[src/rtl/spi_erase_pkg.sv]
package spi_erase_pkg;

    localparam int ADDR_W      = 24;
    localparam int ADDR_BYTES  = ADDR_W / 8;
    localparam int SECTOR_BITS = 12;
    localparam int IDX_W       = $clog2(ADDR_BYTES + 1);
    localparam int ERR_W       = 2;

    localparam logic [7:0] OP_WREN   = 8'h06;
    localparam logic [7:0] OP_ERASE  = 8'h20;
    localparam logic [7:0] OP_STATUS = 8'h05;
    localparam logic [7:0] FILL_BYTE = 8'h00;

    localparam logic [ERR_W-1:0] ERR_NONE      = ERR_W'(0);
    localparam logic [ERR_W-1:0] ERR_UNALIGNED = ERR_W'(1);

    typedef enum logic [1:0] {
        FR_WREN,
        FR_ERASE,
        FR_POLL
    } frame_e;

    typedef enum logic [1:0] {
        S_IDLE,
        S_LOAD,
        S_SHIFT,
        S_GAP
    } seq_e;

    typedef struct packed {
        seq_e                state;
        frame_e              frame;
        logic [IDX_W-1:0]    idx;
        logic [ADDR_W-1:0]   addr;
        logic [7:0]          status;
    } ctx_t;

    function automatic logic [IDX_W-1:0] last_idx(frame_e f);
        case (f)
            FR_WREN:  last_idx = '0;
            FR_ERASE: last_idx = IDX_W'(ADDR_BYTES);
            FR_POLL:  last_idx = IDX_W'(1);
            default:  last_idx = '0;
        endcase
    endfunction

endpackage

[src/rtl/spi_erase_align_chk.sv]
module spi_erase_align_chk
    import spi_erase_pkg::*;
(
    input  logic [ADDR_W-1:0] addr,
    output logic              aligned
);
    assign aligned = (addr[SECTOR_BITS-1:0] == '0);
endmodule

[src/rtl/spi_erase_byte_sel.sv]
module spi_erase_byte_sel
    import spi_erase_pkg::*;
(
    input  frame_e            frame,
    input  logic [IDX_W-1:0]  idx,
    input  logic [ADDR_W-1:0] addr,
    output logic [7:0]        tx_byte
);
    logic [7:0]       addr_byte [ADDR_BYTES];
    logic [IDX_W-1:0] sel;

    for (genvar g = 0; g < ADDR_BYTES; g++) begin : g_abyte
        assign addr_byte[g] = addr[ADDR_W-1-8*g -: 8];
    end

    assign sel = idx - IDX_W'(1);

    always_comb begin
        tx_byte = FILL_BYTE;
        case (frame)
            FR_WREN:  tx_byte = OP_WREN;
            FR_ERASE: begin
                if (idx == '0)
                    tx_byte = OP_ERASE;
                else if (int'(idx) <= ADDR_BYTES)
                    tx_byte = addr_byte[sel];
            end
            FR_POLL:  tx_byte = (idx == '0) ? OP_STATUS : FILL_BYTE;
            default:  tx_byte = FILL_BYTE;
        endcase
    end
endmodule

[src/rtl/spi_byte_engine.sv]
module spi_byte_engine #(
    parameter int CLK_DIV = 2
) (
    input  logic       clk,
    input  logic       rst,
    input  logic       start,
    input  logic [7:0] tx_byte,
    input  logic       miso,
    output logic       sclk,
    output logic       mosi,
    output logic [7:0] rx_byte,
    output logic       byte_done
);
    localparam int DIV_W = (CLK_DIV > 1) ? $clog2(CLK_DIV) : 1;
    localparam logic [DIV_W-1:0] DIV_LAST = DIV_W'(CLK_DIV - 1);

    logic             active;
    logic [DIV_W-1:0] div_cnt;
    logic [2:0]       bit_cnt;
    logic [7:0]       sh_tx;
    logic [7:0]       sh_rx;
    logic             sclk_q;
    logic             done_q;

    always_ff @(posedge clk) begin
        if (rst) begin
            active  <= 1'b0;
            div_cnt <= '0;
            bit_cnt <= '0;
            sh_tx   <= '0;
            sh_rx   <= '0;
            sclk_q  <= 1'b0;
            done_q  <= 1'b0;
        end else begin
            done_q <= 1'b0;
            if (!active) begin
                if (start) begin
                    active  <= 1'b1;
                    sh_tx   <= tx_byte;
                    bit_cnt <= '0;
                    div_cnt <= '0;
                    sclk_q  <= 1'b0;
                end
            end else if (div_cnt == DIV_LAST) begin
                div_cnt <= '0;
                if (!sclk_q) begin
                    sclk_q <= 1'b1;
                    sh_rx  <= {sh_rx[6:0], miso};
                end else begin
                    sclk_q <= 1'b0;
                    if (bit_cnt == 3'd7) begin
                        active <= 1'b0;
                        done_q <= 1'b1;
                    end else begin
                        bit_cnt <= bit_cnt + 3'd1;
                        sh_tx   <= {sh_tx[6:0], 1'b0};
                    end
                end
            end else begin
                div_cnt <= div_cnt + DIV_W'(1);
            end
        end
    end

    assign sclk      = sclk_q;
    assign mosi      = sh_tx[7];
    assign rx_byte   = sh_rx;
    assign byte_done = done_q;
endmodule

[src/rtl/spi_sector_eraser.sv]
module spi_sector_eraser
    import spi_erase_pkg::*;
#(
    parameter int CLK_DIV = 2,
    parameter int CS_GAP  = 4
) (
    input  logic              clk,
    input  logic              rst,
    input  logic              req,
    input  logic [ADDR_W-1:0] req_addr,
    output logic              busy,
    output logic              done,
    output logic [ERR_W-1:0]  err_code,
    output logic              spi_cs_n,
    output logic              spi_sclk,
    output logic              spi_mosi,
    input  logic              spi_miso
);
    localparam int GAP_W = (CS_GAP > 1) ? $clog2(CS_GAP) : 1;
    localparam logic [GAP_W-1:0] GAP_LAST = GAP_W'(CS_GAP - 1);

    ctx_t             ctx_q;
    logic [GAP_W-1:0] gap_cnt;
    logic             cs_n_q;
    logic             done_q;
    logic [ERR_W-1:0] err_q;

    logic             aligned;
    logic [7:0]       tx_byte;
    logic [7:0]       rx_byte;
    logic             eng_start;
    logic             eng_done;

    spi_erase_align_chk u_align (
        .addr    (req_addr),
        .aligned (aligned)
    );

    spi_erase_byte_sel u_bytesel (
        .frame   (ctx_q.frame),
        .idx     (ctx_q.idx),
        .addr    (ctx_q.addr),
        .tx_byte (tx_byte)
    );

    assign eng_start = (ctx_q.state == S_LOAD);

    spi_byte_engine #(.CLK_DIV(CLK_DIV)) u_engine (
        .clk       (clk),
        .rst       (rst),
        .start     (eng_start),
        .tx_byte   (tx_byte),
        .miso      (spi_miso),
        .sclk      (spi_sclk),
        .mosi      (spi_mosi),
        .rx_byte   (rx_byte),
        .byte_done (eng_done)
    );

    always_ff @(posedge clk) begin
        if (rst) begin
            ctx_q   <= '{state: S_IDLE, frame: FR_WREN, idx: '0, addr: '0, status: '0};
            gap_cnt <= '0;
            cs_n_q  <= 1'b1;
            done_q  <= 1'b0;
            err_q   <= ERR_NONE;
        end else begin
            done_q <= 1'b0;
            case (ctx_q.state)
                S_IDLE: begin
                    if (req) begin
                        if (!aligned) begin
                            done_q <= 1'b1;
                            err_q  <= ERR_UNALIGNED;
                        end else begin
                            ctx_q.addr  <= req_addr;
                            ctx_q.frame <= FR_WREN;
                            ctx_q.idx   <= '0;
                            ctx_q.state <= S_LOAD;
                            cs_n_q      <= 1'b0;
                        end
                    end
                end
                S_LOAD: ctx_q.state <= S_SHIFT;
                S_SHIFT: begin
                    if (eng_done) begin
                        if (ctx_q.idx == last_idx(ctx_q.frame)) begin
                            cs_n_q      <= 1'b1;
                            gap_cnt     <= '0;
                            ctx_q.state <= S_GAP;
                            if (ctx_q.frame == FR_POLL)
                                ctx_q.status <= rx_byte;
                        end else begin
                            ctx_q.idx   <= ctx_q.idx + IDX_W'(1);
                            ctx_q.state <= S_LOAD;
                        end
                    end
                end
                S_GAP: begin
                    if (gap_cnt == GAP_LAST) begin
                        ctx_q.idx <= '0;
                        case (ctx_q.frame)
                            FR_WREN: begin
                                ctx_q.frame <= FR_ERASE;
                                ctx_q.state <= S_LOAD;
                                cs_n_q      <= 1'b0;
                            end
                            FR_ERASE: begin
                                ctx_q.frame <= FR_POLL;
                                ctx_q.state <= S_LOAD;
                                cs_n_q      <= 1'b0;
                            end
                            default: begin
                                if (ctx_q.status[0]) begin
                                    ctx_q.state <= S_LOAD;
                                    cs_n_q      <= 1'b0;
                                end else begin
                                    ctx_q.state <= S_IDLE;
                                    done_q      <= 1'b1;
                                    err_q       <= ERR_NONE;
                                end
                            end
                        endcase
                    end else begin
                        gap_cnt <= gap_cnt + GAP_W'(1);
                    end
                end
                default: ctx_q.state <= S_IDLE;
            endcase
        end
    end

    assign busy     = (ctx_q.state != S_IDLE);
    assign done     = done_q;
    assign err_code = err_q;
    assign spi_cs_n = cs_n_q;
endmodule

[config.mk]
export PLATFORM = sky130hd
export DESIGN_NAME = spi_sector_eraser
export DESIGN_NICKNAME = d
export VERILOG_FILES = /design/src/rtl/spi_erase_pkg.sv /design/src/rtl/spi_erase_align_chk.sv /design/src/rtl/spi_erase_byte_sel.sv /design/src/rtl/spi_byte_engine.sv /design/src/rtl/spi_sector_eraser.sv
export SDC_FILE = /design/constraint.sdc
export NUM_CORES = 1
export LEC_CHECK = 0
export ABC_AREA = 1
export CAP_MARGIN = 20
export CORE_MARGIN = 2
export CORE_UTILIZATION = 55
export DETAILED_ROUTE_END_ITERATION = 8
export GPL_ROUTABILITY_DRIVEN = 0
export GPL_TIMING_DRIVEN = 0
export HOLD_SLACK_MARGIN = 0.02
export PLACE_DENSITY = 0.77
export SYNTH_ARGS = -nofsm -noshare
export SYNTH_HDL_FRONTEND = slang
export SYNTH_SLANG_ARGS = --single-unit
[constraint.sdc]
create_clock -name clk -period 2.08 [get_ports clk]
set_input_delay 0.208 -clock clk [delete_from_list [all_inputs] [get_ports clk]]
set_output_delay 0.208 -clock clk [all_outputs]
set_load 0.02 [all_outputs]
==> results of run 1 <==
## report_power, final
group | switching, mW | leakage [nW] | internal (mW)
Sequential | 0.000969 | 0.420 | 0.997
Clock | 0.333 | 0.0445 | 0.271
Combinational | 0.0523 | 0.904 | 0.0612
## critical path, stage by stage (launching register included)
cell             delay (ns)
dfxtp_1                0.40
inv_1                  0.12
ha_2                   0.29
inv_1                  0.08
clkdlybuf4s50_1        0.60
## path summary, 6_finish.rpt
kind / from / endpoint / cells after the start
worst min-delay path: rst / ctx_q[17]$_SDFFE_PP0P_ / 2
worst min register to register: ctx_q[19]$_SDFFE_PP0P_ / ctx_q[19]$_SDFFE_PP0P_ / 2
worst max-delay path: ctx_q[36]$_SDFFE_PP0P_ / busy / 4
worst max register to register: ctx_q[32]$_SDFFE_PP0P_ / u_engine.sh_tx[0]$_SDFFE_PP0P_ / 10
## cell families (layout without fill, tap and decap cells)
kind of cell | after synthesis | in the layout
buf+inv | 65 | 105
fa+ha+maj | 14 | 14
other cells | 1 | 1
compound gates | 83 | 83
simple gates | 159 | 159
flops | 52 | 52
## state kept, by name, indices dropped and copies added, names as in the netlist
| name | cells |
|---|---|
| ctx_q | 31 |
| done | 1 |
| spi_cs_n | 1 |
| u_engine.bit_cnt | 3 |
| u_engine.active | 1 |
| u_engine.sclk | 1 |
| err_code | 1 |
| gap_cnt | 2 |
| u_engine.byte_done | 1 |
| u_engine.sh_tx | 8 |
| u_engine.div_cnt | 1 |
| u_engine.rx_byte | 1 |
## cells in the final DEF (no fill, tap or decap), drive strengths merged
| cell type | netlist | routed |
|---|---|---|
| buf | 8 | 8 |
| o21ai | 38 | 38 |
| dfxtp | 52 | 52 |
| nand2 | 76 | 76 |
| clkbuf | 6 | 13 |
| a22oi | 2 | 2 |
| o21bai | 1 | 1 |
| clkinv | 1 | 1 |
| clkinvlp | 0 | 1 |
| or2 | 2 | 2 |
| o22ai | 1 | 1 |
| ha | 14 | 14 |
| inv | 50 | 50 |
| conb | 1 | 1 |
| nor3 | 14 | 14 |
| nor2 | 43 | 43 |
| nand4 | 5 | 5 |
| a21oi | 40 | 40 |
| nand3 | 18 | 18 |
| nor3b | 1 | 1 |
| a31oi | 1 | 1 |
| clkdlybuf4s50 | 0 | 32 |
## metal layers
layer	part of all wire, %	vias to the layer above	global-route usage (%)
met1	48	1140	32.11
li1	-	1278	-
met5	0	-	0
met4	1.3	0	7.143
met2	46	64	37.91
met3	4.7	7	4.016
## final cells by class
| class | instances | area, um2 | share of cell area (%) |
|---|---|---|---|
| Sequential cell | 52 | 1042 | 31.90 |
| Clock buffer | 7 | 86.33 | 2.643 |
| Clock inverter | 1 | 7.507 | 0.2298 |
| Timing Repair Buffer | 32 | 320.3 | 9.805 |
| Tap cell | 67 | 83.83 | 2.566 |
| Buffer | 14 | 86.33 | 2.643 |
| Multi-Input combinational cell | 257 | 1444 | 44.20 |
| Inverter | 51 | 196.4 | 6.013 |
## repair_timing
action	4_1_cts	5_1_grt
resized for setup	1	1
hold buffers	0	0
cloned	0	0
setup endpoints to repair	1	1
==> results_dict.tcl, run 1 <==
set metrics [dict create \
    syn_area_per_cell_um2 7.393 \
    grt_pass1_wl_um 10030 \
    fin_worst_hold_slack_ns 0.2237 \
    clock.fmax_mhz 497.7 \
    p_leak_nw 1.368 \
    wl_um 5849 \
    async_flop_share_pct 0 \
    p_total_mw 1.716 \
    start_util_pct 57.78 \
    endpoint_kind "primary output" \
    crit_arrival_ns 1.80 \
    grt_max_degree 16 \
    grt_pass1_vias 2280 \
    core-area_um2 4786 \
    dp_cells 473 \
    cts_htree_levels 2 \
    dieArea_um2 5611 \
    yosysMostFrequentCell "nand2_1" \
    clkSlewWorstSetupHoldPaths_ns 0.09 \
    crit_type "reg -> out" \
    status "completed" \
    hp-class "in -> reg" \
    track_usage_pct 23.44 \
    synth_cells 374 \
    synthAdderAreaFrac_pct 6.335 \
    hold_violations 0 \
    final_util_pct 68.26 \
    syn_to_final_growth_pct 18.14 \
    cp_data_required_time_ns 1.87 \
    synth_compound_area_share_pct 16.33 \
    clock_skew_ns 0.004660 \
    cts.path.max_buffers 2 \
    drc 0 \
    drv_cap 0 \
    cts_root_buffer "clkbuf_8" \
    synth_edf_count 0 \
    synth_top_cell_by_area "dfxtp_1" \
    synth-simple-area-share_pct 29.32 \
    synth_top_family_by_area "simple AND/OR/NAND/NOR gates" \
    place_ws_ns 0.2259 \
    first_iter_violations 137 \
    antenna_cells 0 \
    cts_tree "done" \
    antenna_found_initial 0 \
    syn_nets 416 \
    synth_cell_types 35 \
    drive_above_1_share_pct 13.77 \
    drtPass1Iterations 4 \
    fin_ws_ns 0.07063 \
    yosysTopAreaCellShare_pct 37.65 \
    cts_buffers 5 \
    max-slew-margin-rel_pct 52.07 \
    clock_sinks 52 \
    cp_max_fo 8 \
    synth_xor_area_share_pct 0 \
    maxSlewViolCount 0 \
    synth_seq_cells 52 \
    period_needed_ns 2.009 \
    post_cts_buffers 0 \
    wl_per_cell_um 12.16 \
    drtAntennaViolNets 0 \
    tns_ns 0 \
    synthTopCellsByArea "dfxtp_1 38%, nand2_1 9.2%, a21oi_1 6.5%" \
    synth_commonest_cells "68 x nand2_1, 52 x dfxtp_1, 41 x inv_1" \
    grt_setup_unrepaired "false" \
    power.density_nw_per_um2 525.1 \
    dp_hpwl_um 4411 \
    fp.dieW_um 74.91 \
    grt-ovfl-total 0 \
    viasPerCell 5.175 \
    clkLatencyLatePin_ns 0.31 \
    ys_seq_area_share_pct 37.65 \
    syn-cell-area_um2 2765 \
    ioPinCount 35 \
    placed_cell_area_um2 3169 \
    ys_warn_count 0 \
    layout.nets 455 \
    synth_flop_cell "dfxtp_1" \
    muxShareOfSynthArea_pct 0 \
    setup_viol 0 \
    start_kind "register" \
    design_area_um2 3267 \
    instances_no_fill 481 \
    r2r_slack_ns 0.26 \
    rows 25 \
    port_buffers 32 \
    finalCritPeriodShare_pct 96.60 \
    worstMarginPinSlew_ns 0.7189 \
    ir_drop_uv 347.8 \
    vias 2489 \
    chipHeight_um 74.91 \
    fill_cells 428 \
]
Power figures use the tool's default switching activity.
==> inputs of run 2 (changes only) <==
--- a/config.mk
+++ b/config.mk
@@ -13,6 +13,7 @@
 export GPL_ROUTABILITY_DRIVEN = 0
 export GPL_TIMING_DRIVEN = 0
 export HOLD_SLACK_MARGIN = 0.02
+export MAX_ROUTING_LAYER = met4
 export PLACE_DENSITY = 0.77
 export SYNTH_ARGS = -nofsm -noshare
 export SYNTH_HDL_FRONTEND = slang
==> run 2 against run 1 <==
Compared with the run above: final cell count stayed put; sequential share of layout area did not move; clock power up 1%; critical path depth unchanged; sequential power about the same; hold slack worse by 0.0030 ns; power rose by 0.34%; non-clock buffer count is the same; fmax is 0.19% lower; sequential cell count stayed put; routed wire length is 0.60% higher; count of clock-buffer cells in the layout unchanged; largest power group unchanged.
==> results_dict.tcl, run 2 (synthesized netlist as in run 1, its figures left out) <==
set metrics [dict create \
    status "completed" \
    power.density_nw_per_um2 526.9 \
    switchingPower_mw 0.3917 \
    ff2ff_path_depth 10 \
    port_buffers 32 \
    drv_cap 0 \
    grt-ovfl-total 0 \
    clkPwrFrac_pct 35.4 \
    cts_buffers 5 \
    endpoint_kind "primary output" \
    cts_resized 1 \
    start_util_pct 57.78 \
    crit_arrival_ns 1.81 \
    drc 0 \
    r2r-start "ctx_q[32]$_SDFFE_PP0P_" \
    grt_pass1_vias 2270 \
    r2r_end "u_engine.sh_tx[0]$_SDFFE_PP0P_" \
    max-slew-margin-rel_pct 51.90 \
    wl_per_cell_um 12.23 \
    drtAntennaViolNets 0 \
    antenna_cells 0 \
    ioPinCount 35 \
    cp_num_buf_inv 3 \
    cts_htree_levels 2 \
    drtPass1Iterations 4 \
    min_from "rst" \
    drive_above_1_share_pct 13.77 \
    regMostFlops "ctx_q" \
    core-area_um2 4786 \
    top_usage_layer "met2" \
    whs_endpoint "ctx_q[17]$_SDFFE_PP0P_" \
    grt_use_met1_pct 31.94 \
    finalCritPeriodShare_pct 96.79 \
    start_kind "register" \
    p_int_mw 1.330 \
    cp_top_family "buffers and inverters" \
    crit_type "reg -> out" \
    first_iter_violations 120 \
    p_leak_nw 1.368 \
    cp_data_required_time_ns 1.87 \
    ir_drop_uv 347.8 \
    grt_max_degree 16 \
    reg_top3 "ctx_q: 31 flops, u_engine.sh_tx: 8 flops, u_engine.bit_cnt: 3 flops" \
    grt_setup_unrepaired "false" \
    post_cts_buffers 0 \
    dieArea_um2 5611 \
    largest_register_ff_count 31 \
    switching_share_pct 22.76 \
    cts_root_buffer "clkbuf_8" \
    r2r_slack_ns 0.25 \
    vias 2494 \
    fp.dieW_um 74.91 \
    cts_tree "done" \
    final_common_cell "nand2_1" \
    dp_hpwl_um 4411 \
    wl_um 5884 \
    final_cell_mix "68 x nand2_1, 51 x dfxtp_1, 41 x inv_1" \
    track_usage_pct 24.11 \
    cp_cell_sequence "inv_1 -> ha_2 -> inv_1 -> clkdlybuf4s50_1" \
    cts.path.max_buffers 2 \
    pwr-share-comb_pct 6.6 \
    seqPwrFrac_pct 58.0 \
    met2_usage_pct 37.91 \
    hp-class "in -> reg" \
    tns_ns 0 \
    antenna_found_initial 0 \
    chipHeight_um 74.91 \
    cp.depth 4 \
    placed_cell_area_um2 3169 \
    hold_violations 0 \
    syn_to_final_growth_pct 18.14 \
    layout.nets 455 \
    maxSlewViolCount 0 \
    grtUsageMet3_pct 4.016 \
    design_area_um2 3267 \
    clkLatencyLatePin_ns 0.31 \
    cpPeakStageDelay_ns 0.60 \
    clock.fmax_mhz 496.7 \
    hold_buffers 0 \
    cp_slowest_cell "clkdlybuf4s50_1" \
    period_needed_ns 2.013 \
    viasPerCell 5.185 \
    clkSlewWorstSetupHoldPaths_ns 0.09 \
    clock_sinks 52 \
    cp_max_fo 8 \
    clock_skew_ns 0.004685 \
    setup_viol 0 \
    critPathMostFrequentCell "inv_1" \
    min_path_cells 2 \
    rows 25 \
    worstMarginPinSlew_ns 0.7215 \
    grt_pass1_wl_um 10020 \
]
==> run 2: area by class of cell <==
cell class / count / area [um2]
well taps: 67 / 83.83
plain buffers: 14 / 86.33
fillers: 428 / 1519
clock buffers: 7 / 86.33
repair buffers: 32 / 320.3
clock inverters: 1 / 7.507
multi-input cells: 257 / 1444
inverters: 51 / 196.4
flip-flops and latches: 52 / 1042
==> run 2: worst max-delay path by stage <==
stage                                start                        endpoint  slack [ns]
global route        ctx_q[36]$_SDFFE_PP0P_                            busy        0.01
global placement    ctx_q[32]$_SDFFE_PP0P_  u_engine.sh_tx[1]$_SDFFE_PP0P_        0.24
detailed placement  ctx_q[32]$_SDFFE_PP0P_  u_engine.sh_tx[0]$_SDFFE_PP0P_        0.23
finish              ctx_q[36]$_SDFFE_PP0P_                            busy        0.07
CTS                 ctx_q[36]$_SDFFE_PP0P_                            busy        0.08
floorplan           ctx_q[32]$_SDFFE_PP0P_  u_engine.sh_tx[2]$_SDFFE_PP0P_        0.48
==> run 2: worst register-to-register path, stage by stage, from the launching register on <==
cell and delay [ns]:
dfxtp_2 0.39, inv_2 0.09, ha_1 0.29, clkbuf_1 0.20, nor2_1 0.21, inv_2 0.10, o21ai_1 0.16, nand3_1 0.10
nand2_1 0.07, nand2_1 0.04, a21oi_1 0.11
==> run 2: metal layers <==
metal,part of all wire [%],vias up,wire length (um)
li1,-,1277,-
met1,49,1153,2865
met3,4.5,7,267
met4,1.3,0,78
met5,0,-,0
met2,45,57,2673
==> run 2: stage by stage <==
stage / hold WS [ns] / utilization, % / setup slack (ns) / total power [mW] / instances
final: 0.2207 / 68.26 / 0.06685 / 1.721 / 481
after global routing: 0.2341 / 68.26 / 0.01483 / 1.769 / 481
after CTS: 0.2167 / 68.24 / 0.07707 / 1.728 / 481
after detailed placement: 0.4301 / 66.22 / 0.2259 / 1.135 / 473
after global placement: 0.4235 / 66.22 / 0.2418 / 1.133 / 473
after floorplan: 0.3429 / - / 0.4787 / 1.068 / 374
==> run 2: power by group through the flow <==
stage	registers, mW	logic [mW]	clock network (mW)
5_1_grt	0.999	0.124	0.647
6_report	0.998	0.113	0.610
3_3_place_gp	1.02	0.111	0
3_5_place_dp	1.02	0.113	0
4_1_cts	0.998	0.114	0.616
2_1_floorplan	1.02	0.0431	0
==> inputs of run 3 (changes only) <==
--- a/config.mk
+++ b/config.mk
@@ -7,8 +7,10 @@
 export LEC_CHECK = 0
 export ABC_AREA = 1
 export CAP_MARGIN = 20
+export CELL_PAD_IN_SITES_DETAIL_PLACEMENT = 1
+export CELL_PAD_IN_SITES_GLOBAL_PLACEMENT = 1
 export CORE_MARGIN = 2
-export CORE_UTILIZATION = 55
+export CORE_UTILIZATION = 40
 export DETAILED_ROUTE_END_ITERATION = 8
 export GPL_ROUTABILITY_DRIVEN = 0
 export GPL_TIMING_DRIVEN = 0
==> run 3 against run 2 <==
Compared with the run above: sequential cell count unchanged; die area is 35% higher; first-iteration DRC count down 18%; setup slack better by 0.13 ns; via count increased by 0.96%; core utilization decreased by 19 points; sequential power barely moved; final area increased by 1.4%; sequential share of layout area decreased by 0.43 points; fmax is 6.8% higher; critical path depth grew 5; hold slack improved by 0.014 ns; critical endpoint is now u_engine.sh_tx[2]$_SDFFE_PP0P_.
==> results_dict.tcl, run 3 (synthesized netlist as in run 1, its figures left out) <==
set metrics [dict create \
    period_needed_ns 1.885 \
    p_leak_nw 1.402 \
    clock_skew_ns 0.005389 \
    regMostFlops "ctx_q" \
    cp_slowest_cell "ha_1" \
    grt_max_degree 17 \
    max-slew-margin-rel_pct 51.07 \
    cpPeakStageDelay_ns 0.47 \
    grt_pass1_wl_um 12250 \
    drv_cap 0 \
    grt_pass1_vias 2644 \
    hold_violations 0 \
    crit_type "reg -> reg" \
    layout.nets 454 \
    seqPwrFrac_pct 53.6 \
    antenna_cells 0 \
    first_iter_violations 99 \
    vias 2518 \
    port_buffers 32 \
    clock_sinks 52 \
    cts_root_buffer "clkbuf_8" \
    wl_per_cell_um 14.29 \
    r2r_slack_ns 0.20 \
    ir_drop_uv 285.0 \
    placed_cell_area_um2 3186 \
    hp-class "in -> reg" \
    dieArea_um2 7594 \
    p_int_mw 1.453 \
    place_ws_ns -0.001891 \
    fp.dieW_um 87.15 \
    grtUsageMet3_pct 2.559 \
    viasPerCell 5.108 \
    min_from "rst" \
    dp_hpwl_um 5329 \
    final_common_cell "nand2_1" \
    endpoint_kind "register" \
    finalCritPeriodShare_pct 90.62 \
    rows 30 \
    drc 0 \
    design_area_um2 3312 \
    antenna_found_initial 0 \
    fill_cells 852 \
    track_usage_pct 20.93 \
    cts_buffers 5 \
    cts.path.max_buffers 2 \
    drtPass1Iterations 4 \
    largest_register_ff_count 31 \
    crit_arrival_ns 2.13 \
    switching_share_pct 21.94 \
    fin_ws_ns 0.1951 \
    clock.fmax_mhz 530.5 \
    start_kind "register" \
    chipHeight_um 87.15 \
    cp_max_fo 10 \
    core-area_um2 6756 \
    drive_above_1_share_pct 14.29 \
    maxSlewViolCount 0 \
    switchingPower_mw 0.4083 \
    syn_to_final_growth_pct 19.77 \
    setup_viol 0 \
    status "completed" \
    final_util_pct 49.02 \
    fin_worst_hold_slack_ns 0.2351 \
    seq_area_um2 1042 \
    clkPwrFrac_pct 40.2 \
    reg_top3 "ctx_q: 31 flops, u_engine.sh_tx: 8 flops, u_engine.bit_cnt: 3 flops" \
    grt_setup_unrepaired "false" \
    pwr-share-comb_pct 6.1 \
    clkSlewWorstSetupHoldPaths_ns 0.10 \
    grt_use_met1_pct 24.18 \
    r2r_end "u_engine.sh_tx[2]$_SDFFE_PP0P_" \
    wl_um 7047 \
    r2r-start "ctx_q[32]$_SDFFE_PP0P_" \
    met2_usage_pct 38.31 \
    whs_endpoint "ctx_q[17]$_SDFFE_PP0P_" \
    cp_cell_sequence "inv_2 -> ha_1 -> nor2_2 -> inv_2 -> o21ai_1 -> nand3_1 -> nand2_1 -> nand2_1 -> a21oi_1" \
    multiInputGateArea_um2 1446 \
    grt-ovfl-total 0 \
    power.density_nw_per_um2 562.0 \
    cts_htree_levels 2 \
    min_path_cells 2 \
    post_cts_buffers 0 \
    worstMarginPinSlew_ns 0.7339 \
    ioPinCount 35 \
    top_usage_layer "met2" \
    cts_tree "done" \
    start_util_pct 40.93 \
    cp_data_required_time_ns 2.32 \
    ff2ff_path_depth 9 \
    drtAntennaViolNets 0 \
    clkLatencyLatePin_ns 0.31 \
    hold_buffers 0 \
    final_cell_mix "68 x nand2_1, 51 x dfxtp_1, 41 x inv_1" \
]
-- run 3: power groups by stage --
stage / Sequential, mW / Clock [mW] / Combinational, mW
after floorplan: 1.02 / 0 / 0.0431
after global placement: 1.02 / 0 / 0.112
after detailed placement: 1.02 / 0 / 0.115
after CTS: 0.999 / 0.764 / 0.115
after global routing: 0.999 / 0.815 / 0.125
final: 0.999 / 0.749 / 0.114
-- run 3: how the worst max path moves through the flow --
stage                                endpoint  slack, ns                    from
6_report       u_engine.sh_tx[2]$_SDFFE_PP0P_       0.20  ctx_q[32]$_SDFFE_PP0P_
4_1_cts        u_engine.sh_tx[2]$_SDFFE_PP0P_       0.05  ctx_q[32]$_SDFFE_PP0P_
2_1_floorplan  u_engine.sh_tx[2]$_SDFFE_PP0P_       0.48  ctx_q[32]$_SDFFE_PP0P_
3_3_place_gp   u_engine.sh_tx[4]$_SDFFE_PP0P_       0.06  ctx_q[32]$_SDFFE_PP0P_
5_1_grt               gap_cnt[0]$_SDFFE_PP0P_       0.04  ctx_q[34]$_SDFFE_PP0P_
3_5_place_dp   u_engine.sh_tx[2]$_SDFFE_PP0P_     -0.002  ctx_q[32]$_SDFFE_PP0P_
-- run 3: routing by layer --
layer	wire length, um	part of all wire, %	vias up
li1	-	-	1275
met1	3142	45	1202
met2	3665	52	32
met3	134	1.9	9
met4	104	1.5	0
met5	0	0	-
-- run 3: critical path, delay by kind of cell, from the launching register on --
family                   cells  cell delay (ns)
AND/OR/NAND/NOR              4             0.42
adder cells (fa/ha/maj)      1             0.47
flip-flops                   1             0.41
buffers and inverters        2             0.20
AO/OA/AOI/OAI                2             0.30
-- run 3: metrics by stage --
step,TNS [ns],cells,power [mW]
detailed placement,-0.001891,486,1.137
CTS,0,494,1.878
global route,0,493,1.940
finish,0,493,1.861
global placement,0,486,1.134
floorplan,0,374,1.068
-- run 3: cell type report --
type,count,share of cell area (%)
Tap cell,80,3.022
Buffer,13,2.493
Multi-Input combinational cell,257,43.67
Inverter,51,5.931
Timing Repair Buffer,32,9.747
Clock buffer,6,2.493
Sequential cell,52,31.47
Clock inverter,2,1.171
-- run 3: what timing repair did --
| item | CTS | global route |
|---|---|---|
| pin swaps | 0 | 0 |
| gates resized for setup | 2 | 2 |
| setup endpoints to repair | 3 | 8 |
